## src/rtl/mseq_pkg.sv

```systemverilog
package mseq_pkg;
  localparam int OP_W  = 6;
  localparam int UPC_W = 4;

  typedef enum logic [1:0] {
    SEQ_FETCH = 2'b00,
    SEQ_DISP1 = 2'b01,
    SEQ_DISP2 = 2'b10,
    SEQ_NEXT  = 2'b11
  } seq_e;

  typedef struct packed {
    logic [1:0] alu_op;
    logic       src_a;
    logic [1:0] src_b;
    logic       reg_write;
    logic       mem_to_reg;
    logic       reg_dst;
    logic       mem_read;
    logic       mem_write;
    logic       i_or_d;
    logic       ir_write;
    logic       pc_write;
    logic       pc_write_cond;
    logic [1:0] pc_src;
    seq_e       seq;
  } uinstr_t;

  localparam int UWORD_W = $bits(uinstr_t);

  localparam logic [OP_W-1:0] OPC_RTYPE = 6'h00;
  localparam logic [OP_W-1:0] OPC_JUMP  = 6'h02;
  localparam logic [OP_W-1:0] OPC_BEQ   = 6'h04;
  localparam logic [OP_W-1:0] OPC_LOAD  = 6'h23;
  localparam logic [OP_W-1:0] OPC_STORE = 6'h2B;
endpackage

```

## src/rtl/mseq_dispatch.sv

```systemverilog
module mseq_dispatch
  import mseq_pkg::*;
#(
  parameter int OPW   = OP_W,
  parameter int UPCW  = UPC_W,
  parameter int TABLE = 1
) (
  input  logic [OPW-1:0]  opcode_i,
  output logic [UPCW-1:0] target_o
);
  localparam int DEPTH = 2 ** OPW;

  function automatic logic [UPCW-1:0] entry_f(input logic [OPW-1:0] op);
    logic [UPCW-1:0] t;
    t = '0;
    if (TABLE == 1) begin
      case (op)
        OPC_LOAD, OPC_STORE: t = UPCW'(2);
        OPC_RTYPE:           t = UPCW'(6);
        OPC_BEQ:             t = UPCW'(8);
        OPC_JUMP:            t = UPCW'(9);
        default:             t = '0;
      endcase
    end else begin
      case (op)
        OPC_LOAD:  t = UPCW'(3);
        OPC_STORE: t = UPCW'(5);
        default:   t = '0;
      endcase
    end
    return t;
  endfunction

  logic [UPCW-1:0] tbl [DEPTH];

  for (genvar i = 0; i < DEPTH; i++) begin : g_entry
    assign tbl[i] = entry_f(OPW'(i));
  end

  assign target_o = tbl[opcode_i];
endmodule

```

## src/rtl/mseq_rom.sv

```systemverilog
module mseq_rom
  import mseq_pkg::*;
#(
  parameter int UPCW = UPC_W
) (
  input  logic [UPCW-1:0] addr_i,
  output uinstr_t         word_o
);
  always_comb begin
    word_o     = '0;
    word_o.seq = SEQ_FETCH;
    case (addr_i)
      UPCW'(0): begin  // fetch
        word_o.mem_read = 1'b1;
        word_o.ir_write = 1'b1;
        word_o.src_b    = 2'b01;
        word_o.pc_write = 1'b1;
        word_o.seq      = SEQ_NEXT;
      end
      UPCW'(1): begin  // decode, branch target
        word_o.src_b = 2'b11;
        word_o.seq   = SEQ_DISP1;
      end
      UPCW'(2): begin  // effective address
        word_o.src_a = 1'b1;
        word_o.src_b = 2'b10;
        word_o.seq   = SEQ_DISP2;
      end
      UPCW'(3): begin  // load read
        word_o.mem_read = 1'b1;
        word_o.i_or_d   = 1'b1;
        word_o.seq      = SEQ_NEXT;
      end
      UPCW'(4): begin  // load write-back
        word_o.reg_write  = 1'b1;
        word_o.mem_to_reg = 1'b1;
      end
      UPCW'(5): begin  // store
        word_o.mem_write = 1'b1;
        word_o.i_or_d    = 1'b1;
      end
      UPCW'(6): begin  // R-type execute
        word_o.src_a  = 1'b1;
        word_o.alu_op = 2'b10;
        word_o.seq    = SEQ_NEXT;
      end
      UPCW'(7): begin  // R-type write-back
        word_o.reg_write = 1'b1;
        word_o.reg_dst   = 1'b1;
      end
      UPCW'(8): begin  // branch
        word_o.src_a         = 1'b1;
        word_o.alu_op        = 2'b01;
        word_o.pc_write_cond = 1'b1;
        word_o.pc_src        = 2'b01;
      end
      UPCW'(9): begin  // jump
        word_o.pc_write = 1'b1;
        word_o.pc_src   = 2'b10;
      end
      default: ;
    endcase
  end
endmodule

```

## src/rtl/mseq_upc.sv

```systemverilog
module mseq_upc
  import mseq_pkg::*;
#(
  parameter int UPCW = UPC_W
) (
  input  logic            clk_i,
  input  logic            rst_ni,
  input  seq_e            seq_i,
  input  logic [UPCW-1:0] disp1_i,
  input  logic [UPCW-1:0] disp2_i,
  output logic [UPCW-1:0] upc_o
);
  logic [UPCW-1:0] upc_q, upc_d;

  always_comb begin
    unique case (seq_i)
      SEQ_FETCH: upc_d = '0;
      SEQ_DISP1: upc_d = disp1_i;
      SEQ_DISP2: upc_d = disp2_i;
      SEQ_NEXT:  upc_d = upc_q + UPCW'(1);
      default:   upc_d = '0;
    endcase
  end

  always_ff @(posedge clk_i or negedge rst_ni) begin
    if (!rst_ni) upc_q <= '0;
    else         upc_q <= upc_d;
  end

  assign upc_o = upc_q;
endmodule

```

## src/rtl/mseq_ctrl.sv

```systemverilog
module mseq_ctrl
  import mseq_pkg::*;
#(
  parameter int OPW  = OP_W,
  parameter int UPCW = UPC_W
) (
  input  logic           clk_i,
  input  logic           rst_ni,
  input  logic [OPW-1:0] opcode_i,
  output logic [1:0]     alu_op_o,
  output logic           alu_src_a_o,
  output logic [1:0]     alu_src_b_o,
  output logic           reg_write_o,
  output logic           mem_to_reg_o,
  output logic           reg_dst_o,
  output logic           mem_read_o,
  output logic           mem_write_o,
  output logic           i_or_d_o,
  output logic           ir_write_o,
  output logic           pc_write_o,
  output logic           pc_write_cond_o,
  output logic [1:0]     pc_src_o
);
  logic [UPCW-1:0] upc, disp1, disp2;
  uinstr_t         uword;

  mseq_dispatch #(.OPW(OPW), .UPCW(UPCW), .TABLE(1)) i_disp1 (
    .opcode_i(opcode_i), .target_o(disp1)
  );

  mseq_dispatch #(.OPW(OPW), .UPCW(UPCW), .TABLE(2)) i_disp2 (
    .opcode_i(opcode_i), .target_o(disp2)
  );

  mseq_upc #(.UPCW(UPCW)) i_upc (
    .clk_i(clk_i), .rst_ni(rst_ni), .seq_i(uword.seq),
    .disp1_i(disp1), .disp2_i(disp2), .upc_o(upc)
  );

  mseq_rom #(.UPCW(UPCW)) i_rom (
    .addr_i(upc), .word_o(uword)
  );

  assign alu_op_o        = uword.alu_op;
  assign alu_src_a_o     = uword.src_a;
  assign alu_src_b_o     = uword.src_b;
  assign reg_write_o     = uword.reg_write;
  assign mem_to_reg_o    = uword.mem_to_reg;
  assign reg_dst_o       = uword.reg_dst;
  assign mem_read_o      = uword.mem_read;
  assign mem_write_o     = uword.mem_write;
  assign i_or_d_o        = uword.i_or_d;
  assign ir_write_o      = uword.ir_write;
  assign pc_write_o      = uword.pc_write;
  assign pc_write_cond_o = uword.pc_write_cond;
  assign pc_src_o        = uword.pc_src;
endmodule

```

## config.mk

```make
export PLATFORM = sky130hd
export DESIGN_NAME = mseq_ctrl
export DESIGN_NICKNAME = d
export VERILOG_FILES = /design/src/rtl/mseq_pkg.sv /design/src/rtl/mseq_dispatch.sv /design/src/rtl/mseq_rom.sv /design/src/rtl/mseq_upc.sv /design/src/rtl/mseq_ctrl.sv
export SDC_FILE = /design/constraint.sdc
export NUM_CORES = 1
export LEC_CHECK = 0
export ABC_AREA = 1
export BUFFER_PORTS_ARGS = -buffer_cell sky130_fd_sc_hd__buf_2
export CORE_AREA = 8 8 45 47
export DETAILED_ROUTE_END_ITERATION = 8
export DIE_AREA = 0 0 53 55
export GPL_ROUTABILITY_DRIVEN = 0
export PLACE_DENSITY = 0.76
export SLEW_MARGIN = 25
export SYNTH_ARGS = -nofsm -noshare
export SYNTH_HDL_FRONTEND = slang
export SYNTH_SLANG_ARGS = --single-unit
```

## constraint.sdc

```tcl
create_clock -name clk_i -period 1.8 [get_ports clk_i]
set_clock_uncertainty 0.15 [all_clocks]
set_input_delay 0.45 -clock clk_i [delete_from_list [all_inputs] [get_ports clk_i]]
set_output_delay 0.45 -clock clk_i [all_outputs]
set_load 0.01 [all_outputs]
```

# == Word level (Yosys, flattened, before mapping) ==
# Memory sizes are Yosys's and may differ from the RTL's.
# Index checks and enable logic that the tools add are counted.
# classes
add_sub_neg,1
n_eq_ne,12
bitwise,1
n_reduce_logical,8
order_cmp,1
mux,19
# op_table
cell,n
"4-bit by 3-bit == test with 1-bit output, second input constant",4
4-bit 2-to-1 mux,4
4-bit case mux with 4 select lines,1
2-bit case mux with 3 select lines,2
1-bit 2-to-1 mux,10
"4-bit by 2-bit == test with 1-bit output, second input constant",2
"4-bit == test, second input constant",2
2-bit case mux with 2 select lines,2
2-bit OR reduction,4
"7-bit greater-or-equal comparator, second input constant",1
6-bit inverter with 7-bit output,1
3-bit OR reduction,2
"4-bit by 1-bit adder with 4-bit output, second input constant",1
"2-bit == test, second input constant",2
"4-bit by 1-bit == test with 1-bit output, second input constant",1
4-bit zero test,1
"2-bit by 1-bit == test with 1-bit output, second input constant",1
2-bit zero test,1
# totals
elab_cells,45
register_bits,4
out_inout_bits,16
input_bits,8
mem_count,2
rom_bits,512
# mem_list
name,words,width,read_ports,rd_ports_with_merged_regs,write_ports,line,text
(name not given),64,4,1,0,0,mseq_dispatch.sv:40,assign target_o = tbl[opcode_i];
(name not given),64,4,1,0,0,mseq_dispatch.sv:40,

# == Logic depth before layout (Yosys ltp) ==
# Gate-level depths: netlist of the first run.
# depth
ltp_word,5
ltp_mapped,8
mapped_depth_nobuf,8

# == Hierarchy ==
# From an unflattened synthesis of the first run, not the netlist that was laid out.
# hier_totals
hier_cells,100
area_unflattened_um2,546.8
# modules_own_cells
mod,instances,area_each_um2,seq_area_each_um2,cells_each
mseq_upc,1,240.2,100.1,32
mseq_rom,1,171.4,0.0,38
mseq_dispatch (i_disp1),1,82.6,0.0,19
mseq_dispatch (i_disp2),1,52.6,0.0,11

# == Worst setup path before layout of the first run ==
# No wires, ideal clock.
# synth_path
path_type,reg-to-output
startpoint,"register i_upc.upc_q[0], in the netlist i_upc.upc_o[0]"
endpoint,output alu_src_a_o
path_slack_ns,-0.017
n_path_buf,0
path_stages_with_launch,6
required_ns,1.200
arrival_ns,1.217
path_cell_list,dfrtp_1 > inv_1 > ha_1 > nand3_1 > nand2_2 > or2_2
# synth_via
elab_chain_len,3
elab_cells_between_ends,5
cone_classes,eq/ne: 3; mux: 1; reduce/logical: 1
# synth_rtl
element,line,text
"start, declared",mseq_upc.sv:13,"logic [UPCW-1:0] upc_q, upc_d;"
"start signal, assigned",mseq_upc.sv:27,else upc_q <= upc_d;
4-bit by 2-bit == test with 1-bit output (tied with other cells),mseq_rom.sv:12,case (addr_i)
3-bit OR reduction (no source line) (*),--,
1-bit 2-to-1 mux (*),mseq_rom.sv:12,
"end, declared",mseq_ctrl.sv:11,"output logic alu_src_a_o,"
# Every way passes the cells marked *; elsewhere a longest branch is shown, timed or not.

# == Worst setup path in the final report of the first run ==
# Same ends and word-level chain as after synthesis.

==> results of run 1 <==
-- placed cells by master, fill, tap and decap left out, drive strengths merged, types with 3 or more instances in the layout --
| cell type | count |
|---|---|
| dfrtp | 4 |
| nor2 | 15 |
| inv | 13 |
| clkbuf | 3 |
| buf | 37 |
| nand3 | 18 |
| nand2 | 19 |
| o21ai | 3 |
| ha | 4 |
-- worst max-delay path by stage --
stage | endpoint | slack [ns]
final | alu_src_a_o | -0.13
after global placement | alu_src_a_o | 0.03
after detailed placement | alu_src_a_o | -0.04
after global routing | pc_write_o | -0.17
after floorplan | alu_src_a_o | 0.03
after CTS | alu_src_a_o | -0.13
-- through the flow --
step / utilization / setup slack, ns / cells
after floorplan: - / 0.0339 / 84
after global placement: 0.508 / 0.0277 / 131
final: 0.677 / -0.131 / 140
after detailed placement: 0.508 / -0.0420 / 131
after CTS: 0.603 / -0.131 / 138
after global routing: 0.677 / -0.172 / 140
-- final cells by class --
class,count,share of cell area
tap,16,0.0214
inverter,13,0.0574
clock buffer,3,0.0240
sequential,4,0.109
timing repair buffer,38,0.302
multi-input combinational,66,0.486
-- power by group through the flow --
stage                     registers (W)  clock network (W)  logic [W]
after floorplan                0.000143                  0   0.000448
after global placement         0.000140                  0   0.000757
after detailed placement       0.000144                  0   0.000770
after CTS                      0.000142           0.000112   0.000945
after global routing           0.000154           0.000117    0.00119
final                          0.000151           0.000109    0.00110
-- cell usage after synthesis --
master	instances	share of area
a21oi_1	2	0.020
buf_4	1	0.015
dfrtp_1	4	0.20
ha_1	4	0.10
inv_1	13	0.097
nand2_1	17	0.13
nand2_2	2	0.025
nand3_1	18	0.18
nand4_1	1	0.012
nor2_1	12	0.090
nor2_2	2	0.025
nor2_4	1	0.022
o21ai_0	3	0.030
or2_2	2	0.025
xor2_1	2	0.035
-- kinds of logic after synthesis --
logic type / share of synthesized area
AND/OR/NAND/NOR: 0.505
AO/OA/AOI/OAI: 0.0497
adder cells (fa/ha/maj): 0.0995
buffers and inverters: 0.112
flip-flops: 0.199
XOR/XNOR: 0.0348
-- layer usage --
layer | vias up | share of wire | track usage
met3 | 4 | 0.088 | 0.0214
li1 | 346 | - | -
met5 | - | 0 | 0
met2 | 30 | 0.51 | 0.217
met1 | 311 | 0.37 | 0.113
met4 | 0 | 0.025 | 0.0431
-- worst reg2reg max path, cell delays in order, from the launching register on --
cell and delay (ns):
dfrtp_2 0.40, inv_2 0.06, ha_4 0.17, buf_4 0.15, o21ai_0 0.30, nand3_1 0.21, nand3_1 0.15, nand3_1 0.11
-- repair_timing --
item                                    in CTS  in global routing
pin swaps                                    4                 10
endpoints found under the setup margin      16                 20
setup buffers                                3                  2
endpoints found under the hold margin        4                  0
hold buffers                                 1                  0
gates resized for setup                     24                 22
==> impl_metrics.env, run 1 <==
export IMPL_status="finished, violations left"
export IMPL_violations="setup timing"
export IMPL_clkPwrFrac=0.081
export IMPL_largest_reg_flops=4
export IMPL_track_usage=0.111
export IMPL_hold_depth=3
export IMPL_cp_buffers_inverters=2
export IMPL_yosys_warnings=0
export IMPL_seqPwrFrac=0.111
export IMPL_multi_input_area_um2=455
export IMPL_fmax_mhz=518
export IMPL_cts_root_buf="clkbuf_4"
export IMPL_dp_hpwl_mm=1.25
export IMPL_cp_start_kind="register"
export IMPL_hold_violations=0
export IMPL_power_switching_w=0.000665
export IMPL_dpl_cell_area_um2=703
export IMPL_timing_critical_path_required_ns=1.20
export IMPL_seqCellArea_um2=103
export IMPL_clkTransAtPathRegs_ns=0.04
export IMPL_grt_pass1_vias=630
export IMPL_slowest_stage="dfrtp_1"
export IMPL_antenna_found_initial=0
export IMPL_drtIter0Drc=5
export IMPL_holdPathEnd="i_upc.upc_o[2]"
export IMPL_critPathCaptureType="primary output"
export IMPL_min_period_ns=1.93
export IMPL_wire_per_inst_um=12.0
export IMPL_drive_gt1_frac=0.556
export IMPL_fp_dieW_um=53
export IMPL_final_antenna_net_count=0
export IMPL_whs_ns=0.370
export IMPL_via_per_inst=4.94
export IMPL_crit_family="flip-flops"
export IMPL_rr_endpoint="i_upc.upc_o[1]"
export IMPL_design_area_um2=937
export IMPL_power_share_combinational=0.808
export IMPL_maxCapViolCount=0
export IMPL_worst_path_stages=6
export IMPL_area_growth_pct=86.3
export IMPL_syn_area_per_cell_um2=5.99
export IMPL_worst_ep_arrival_time_ns=1.33
export IMPL_synth_nets=96
export IMPL_setup_violations=17
export IMPL_power_w=0.00136
export IMPL_wl_mm=1.68
export IMPL_start_util=0.363
export IMPL_drc=0
export IMPL_cts_tree="done"
export IMPL_startpoint="i_upc.upc_o[0]"
export IMPL_crit_reg2reg_launch="i_upc.upc_o[1]"
export IMPL_dr_pass1_iters=4
export IMPL_portBuffers=23
export IMPL_ys_seq_area_frac=0.199
export IMPL_leakage_nw=0.488
export IMPL_die_h_um=55
export IMPL_p_per_area_nw_per_um2=1450
export IMPL_htreeDepth=1
export IMPL_reg2regPathDepth=7
export IMPL_grt_max_degree=7
export IMPL_finalCritPeriodShare=1.07
export IMPL_rsz0062_at_grt="yes"
export IMPL_worstSetupPathType="register to primary output"
export IMPL_cts_buffers=3
export IMPL_slowest_delay_ns=0.36
export IMPL_intPower_w=0.000691
export IMPL_fin_setup_tns_ns=-1.20
export IMPL_vias=691
export IMPL_path_cells="inv_2, ha_4, nand3_4, nand2_2, or2_4, buf_6"
export IMPL_antennaDiodeCount=0
export IMPL_syn_inst=84
export IMPL_pin_count=24
export IMPL_worst_pin_slew_ns=0.324
export IMPL_core_um2=1380
export IMPL_nets=138
export IMPL_hold_path_class="primary input to register"
export IMPL_ys_seq_elements=4
export IMPL_clkSinkCount=4
export IMPL_relSlewSlack=0.781
export IMPL_dieArea_um2=2920
export IMPL_grt_pass1_wl_mm=2.61
export IMPL_overflow=0
export IMPL_ff2ff_setup_slack_ns=-0.03
export IMPL_insertion_delay_ns=0.23
export IMPL_vdd_drop_max_uv=542
export IMPL_sw_frac_of_total=0.490
export IMPL_fillers=114
export IMPL_hp_start="opcode_i[3]"
export IMPL_maxSlewViolCount=0
export IMPL_worst_slack_ns=-0.131
export IMPL_rows=14
export IMPL_crit_fanout=3
export IMPL_clock_path_buffers=2
export IMPL_yosysUniqueCellTypes=15
export IMPL_syn_area_um2=503
Note: power is estimated with default switching activity, not from simulation.
==> inputs of run 2 (changes only) <==
CORE_AREA = unset   (was 8 8 45 47)
CORE_MARGIN = 8   (was unset)
CORE_UTILIZATION = 40   (was unset)
DIE_AREA = unset   (was 0 0 53 55)
PLACE_DENSITY = 0.78   (was 0.76)
SYNTH_HIERARCHICAL = 1   (was unset)
==> run 2 against run 1 <==
The flow still finishes with violations (setup timing). Largest power group unchanged. Synthesized cell count rose by 19%. Critical path depth fell by 1. Clock power is 6% higher. Die area shrank 3.7%. Total power is 29% lower. Area after synthesis grew 8.7%.
==> impl_metrics.env, run 2 <==
export IMPL_rows=13
export IMPL_portBuffers=23
export IMPL_grt_max_degree=9
export IMPL_yosys_top_cells_count="22 x inv_1, 20 x nand2_1, 16 x nor2_1, 14 x nand3_1"
export IMPL_violations="setup timing"
export IMPL_antenna_found_initial=0
export IMPL_dpl_cell_area_um2=658
export IMPL_via_per_inst=4.91
export IMPL_power_share_combinational=0.678
export IMPL_cts_buffers=3
export IMPL_power_switching_w=0.000523
export IMPL_seqPwrFrac=0.202
export IMPL_maxSlewViolCount=0
export IMPL_instances_no_fill=142
export IMPL_die_h_um=53.0
export IMPL_p_per_area_nw_per_um2=1280
export IMPL_clkSinkCount=4
export IMPL_synth_nets=109
export IMPL_setup_violations=2
export IMPL_slowest_stage="dfrtp_2"
export IMPL_design_area_um2=751
export IMPL_syn_inst=100
export IMPL_status="finished, violations left"
export IMPL_cp_start_kind="register"
export IMPL_ys_seq_elements=4
export IMPL_maxCapViolCount=0
export IMPL_area_growth_pct=37.3
export IMPL_layout_common_cells="23 x buf_2, 19 x inv_1, 16 x nand2_1"
export IMPL_min_period_ns=1.81
export IMPL_critPathCaptureType="primary output"
export IMPL_crit_family="flip-flops"
export IMPL_dp_hpwl_mm=1.11
export IMPL_synth_top_flop_cell="dfrtp_1"
export IMPL_cts_tree="done"
export IMPL_worstSetupPathType="register to primary output"
export IMPL_start_util=0.426
export IMPL_cp_buffers_inverters=3
export IMPL_syn_area_per_cell_um2=5.47
export IMPL_htreeDepth=1
export IMPL_intPower_w=0.000437
export IMPL_final_common_cell="buf_2"
export IMPL_synth_async_reset_ratio=1.00
export IMPL_crit_fanout=8
export IMPL_wl_mm=1.50
export IMPL_yosysMostFrequentCell="inv_1"
export IMPL_pin_count=24
export IMPL_fp_dieW_um=53.0
export IMPL_dp_cells=135
export IMPL_insertion_delay_ns=0.24
export IMPL_timing_critical_path_required_ns=1.20
export IMPL_nets=138
export IMPL_worst_slack_ns=-0.0117
export IMPL_sw_frac_of_total=0.545
export IMPL_worst_ep_arrival_time_ns=1.21
export IMPL_fillers=128
export IMPL_finalCritPeriodShare=1.01
export IMPL_cts_root_buf="clkbuf_4"
export IMPL_largest_reg_flops=4
export IMPL_final_antenna_net_count=0
export IMPL_hold_violations=0
export IMPL_synth_edf_count=0
export IMPL_drc=0
export IMPL_core_um2=1280
export IMPL_path_cells="inv_1, nor2_2, inv_2, o21ai_1, buf_2"
export IMPL_drive_gt1_frac=0.402
export IMPL_ff2ff_setup_slack_ns=0.15
export IMPL_synthTopCellsByArea="dfrtp_1 18%, inv_1 15%, nand2_1 14%"
export IMPL_ys_seq_area_frac=0.183
export IMPL_dieArea_um2=2810
export IMPL_fmax_mhz=552
export IMPL_yosysUniqueCellTypes=20
export IMPL_dp_worst_setup_slack_ns=0.133
export IMPL_wire_per_inst_um=10.6
export IMPL_vdd_drop_max_uv=495
export IMPL_syn_area_um2=547
export IMPL_slowest_delay_ns=0.47
export IMPL_overflow=0
export IMPL_leakage_nw=0.467
export IMPL_yosys_warnings=6
export IMPL_hold_path_class="primary input to register"
export IMPL_grt_pass1_wl_mm=2.38
export IMPL_synth_top_cell_area_share=0.183
export IMPL_grt_pass1_vias=601
export IMPL_clkTransAtPathRegs_ns=0.04
export IMPL_drtIter0Drc=12
export IMPL_clock_path_buffers=2
export IMPL_vias=697
export IMPL_track_usage=0.107
export IMPL_dr_pass1_iters=6
export IMPL_synth_top_area_cell="dfrtp_1"
export IMPL_antennaDiodeCount=0
export IMPL_rsz0062_at_grt="yes"
export IMPL_clkPwrFrac=0.120
==> run 2: layout make-up <==
class                      count  area, um^2  share of cell area
sequential                     4         105               0.140
tap                           15        18.8              0.0250
timing repair buffer          27         148               0.197
inverter                      23        86.3               0.115
clock buffer                   3        22.5              0.0300
multi-input combinational     70         370               0.493
==> run 2: final timing paths <==
kind / from / to / cells past startpoint
worst min-delay path: opcode_i[3] / i_upc/upc_o[1] / 4
worst max-delay path: i_upc/upc_o[0] / pc_write_o / 5
worst max register to register: i_upc/upc_o[0] / i_upc/upc_o[2] / 9
min in group asynchronous: rst_ni / i_upc/upc_o[1] / 2
worst min register to register: i_upc/upc_o[0] / i_upc/upc_o[0] / 1
max in group asynchronous: rst_ni / i_upc/upc_o[2] / 2
==> run 2: tightest hold or removal path: stages <==
cell and delay [ns]:
buf_2 0.11, nor2_1 0.05, nand3_1 0.07, nand3_1 0.07
==> run 2: timing repair <==
action,4_1_cts,5_1_grt
hold buffers,1,0
setup buffers,1,2
endpoints found under the hold margin,4,0
pin swaps,1,1
endpoints found under the setup margin,15,17
resized for setup,10,7
==> run 2: power by group through the flow <==
stage | registers (W) | logic (W) | clock network [W]
detailed placement | 0.000171 | 0.000597 | 0
CTS | 0.000183 | 0.000632 | 0.000120
global placement | 0.000169 | 0.000591 | 0
finish | 0.000194 | 0.000651 | 0.000115
floorplan | 0.000159 | 0.000429 | 0
global route | 0.000198 | 0.000727 | 0.000132
==> run 2: metal layers <==
metal  track usage  share of wire  vias up
li1              -              -      361
met1         0.119           0.43      317
met2         0.191           0.51       19
met3        0.0364          0.056        0
met4        0.0172              0        0
met5             0              0        -
==> run 2: stage by stage <==
stage	hold WS, ns	util	power (W)	TNS, ns
after floorplan	0.00441	-	0.000588	0
after global placement	0.106	0.512	0.000760	0
after detailed placement	0.106	0.512	0.000768	0
after CTS	0.389	0.561	0.000936	-0.0269
after global routing	0.403	0.584	0.00106	-0.939
final	0.400	0.584	0.000960	-0.0137
==> run 2: cells by family after synthesis <==
logic type | after synthesis | synth area share
XOR/XNOR | 1 | 0.0160
adder cells (fa/ha/maj) | 1 | 0.0229
other | 1 | 0.00686
flip-flops | 4 | 0.183
buffers and inverters | 26 | 0.199
AND/OR/NAND/NOR | 61 | 0.506
AO/OA/AOI/OAI | 6 | 0.0664
==> inputs of run 3 (changes only) <==
BUFFER_PORTS_ARGS = unset   (was -buffer_cell sky130_fd_sc_hd__buf_2)
DONT_BUFFER_PORTS = 1   (was unset)
PLACE_DENSITY = 0.63   (was 0.78)
==> run 3 against run 2 <==
The flow still finishes with violations (setup timing). Routed wire length decreased by 8.5%. Register-to-register slack worse by 0.02 ns. Sequential cell count did not move. Count of clock-buffer cells in the layout unchanged. Critical path depth is 2 lower. Sequential share of layout area increased by 1.8 points. Highest routed layer is now met4.
==> impl_metrics.env, run 3 (synthesis gave the netlist of run 2 again) <==
export IMPL_status="finished, violations left"
export IMPL_violations="setup timing"
export IMPL_core_um2=1280
export IMPL_fin_setup_tns_ns=-0.0134
export IMPL_multi_input_area_um2=378
export IMPL_dieArea_um2=2810
export IMPL_critPathCaptureType="primary output"
export IMPL_leakage_nw=0.371
export IMPL_power_w=0.000934
export IMPL_final_util=0.511
export IMPL_fp_dieW_um=53.0
export IMPL_antenna_found_initial=0
export IMPL_nets=117
export IMPL_crit_fanout=7
export IMPL_rows=13
export IMPL_finalCritPeriodShare=1.01
export IMPL_min_period_ns=1.81
export IMPL_maxCapViolCount=0
export IMPL_wl_mm=1.38
export IMPL_vias=601
export IMPL_overflow=0
export IMPL_design_area_um2=657
export IMPL_grt_pass1_vias=515
export IMPL_portBuffers=0
export IMPL_worst_ep_arrival_time_ns=1.21
export IMPL_largest_reg_flops=4
export IMPL_cts_buffers=3
export IMPL_hold_violations=0
export IMPL_pin_count=24
export IMPL_rsz0062_at_grt="yes"
export IMPL_cp_start_kind="register"
export IMPL_setup_violations=1
export IMPL_maxSlewViolCount=0
export IMPL_grt_max_degree=9
export IMPL_worstSetupPathType="register to primary output"
export IMPL_final_antenna_net_count=0
export IMPL_clock_path_buffers=2
export IMPL_dpl_cell_area_um2=543
export IMPL_cts_tree="done"
export IMPL_final_common_cell="inv_1"
export IMPL_drc=0
export IMPL_vdd_drop_max_uv=458
export IMPL_die_h_um=53.0
export IMPL_clkSinkCount=4
export IMPL_hold_path_class="primary input to register"
export IMPL_drive_gt1_frac=0.321
export IMPL_insertion_delay_ns=0.24
export IMPL_drtIter0Drc=17
export IMPL_area_growth_pct=20.1
export IMPL_fillers=145
export IMPL_layout_common_cells="19 x inv_1, 17 x nand2_1, 13 x nand3_1"
export IMPL_cts_root_buf="clkbuf_4"
export IMPL_via_per_inst=4.97
export IMPL_start_util=0.426
export IMPL_seqCellArea_um2=104
export IMPL_wire_per_inst_um=11.4
export IMPL_timing_critical_path_required_ns=1.20
export IMPL_dp_hpwl_mm=1.08
export IMPL_htreeDepth=1
export IMPL_dp_worst_setup_slack_ns=0.144
export IMPL_fmax_mhz=551
export IMPL_worst_slack_ns=-0.0134
export IMPL_grt_pass1_wl_mm=2.10
export IMPL_track_usage=0.0983
export IMPL_dr_pass1_iters=4
export IMPL_antennaDiodeCount=0
export IMPL_clkTransAtPathRegs_ns=0.04
export IMPL_p_per_area_nw_per_um2=1420
[run 3: changes by cell type in the layout (fill, tap and decap cells not counted), moves of 2 or more]
| cell | previous run | this run |
|---|---|---|
| buf_4 | 3 | 5 |
| nor2_2 | 4 | 9 |
| nor2_1 | 13 | 10 |
| nor2_4 | 3 | 1 |
| buf_2 | 23 | 0 |
[run 3: repair_timing]
action / CTS / global route
setup endpoints to repair: 11 / 13
buffers inserted: 0 / 5
pin swaps: 1 / 4
hold endpoints to repair: 4 / 0
hold buffers: 1 / 0
gates resized for setup: 7 / 12
[run 3: stage by stage]
stage | instances | hold slack [ns]
after floorplan | 100 | 0.00441
after global placement | 112 | 0.00452
after detailed placement | 112 | 0.00452
after CTS | 116 | 0.279
after global routing | 121 | 0.298
final | 121 | 0.283
[run 3: path summary, 6_finish.rpt]
| kind | slack (ns) | cells past startpoint | endpoint | from |
|---|---|---|---|---|
| max in group asynchronous | 0.97 | 1 | i_upc/upc_o[0] | rst_ni |
| min | 0.28 | 3 | i_upc/upc_o[1] | opcode_i[3] |
| min in group asynchronous | 0.34 | 1 | i_upc/upc_o[1] | rst_ni |
| max reg2reg | 0.13 | 8 | i_upc/upc_o[2] | i_upc/upc_o[3] |
| max | -0.01 | 3 | mem_read_o | i_upc/upc_o[3] |
| min reg2reg | 0.50 | 3 | i_upc/upc_o[3] | i_upc/upc_o[0] |
[run 3: cell type report]
cell class	instances	area share
inverters	23	0.131
well taps	15	0.0286
clock buffers	3	0.0343
repair buffers	6	0.0724
flip-flops and latches	4	0.158
multi-input cells	70	0.575
[run 3: where the power goes]
group	internal, W	total (W)	switching (W)
registers	0.000122	0.000173	0.0000510
clock network	0.0000746	0.000112	0.0000372
logic	0.000215	0.000649	0.000434
total	0.000411	0.000934	0.000522
[run 3: per-layer routing]
| metal | vias to the layer above | global-route usage | share of wire |
|---|---|---|---|
| met3 | 2 | 0.0336 | 0.075 |
| met1 | 260 | 0.0903 | 0.37 |
| met2 | 19 | 0.178 | 0.54 |
| met4 | 0 | 0.0647 | 0.014 |
| li1 | 320 | - | - |
| met5 | - | 0 | 0 |
[run 3: critical path, cell delays in order (launching register included)]
cell	delay (ns)
dfrtp_1	0.45
nor2_2	0.21
nand2_1	0.16
nand2_1	0.15
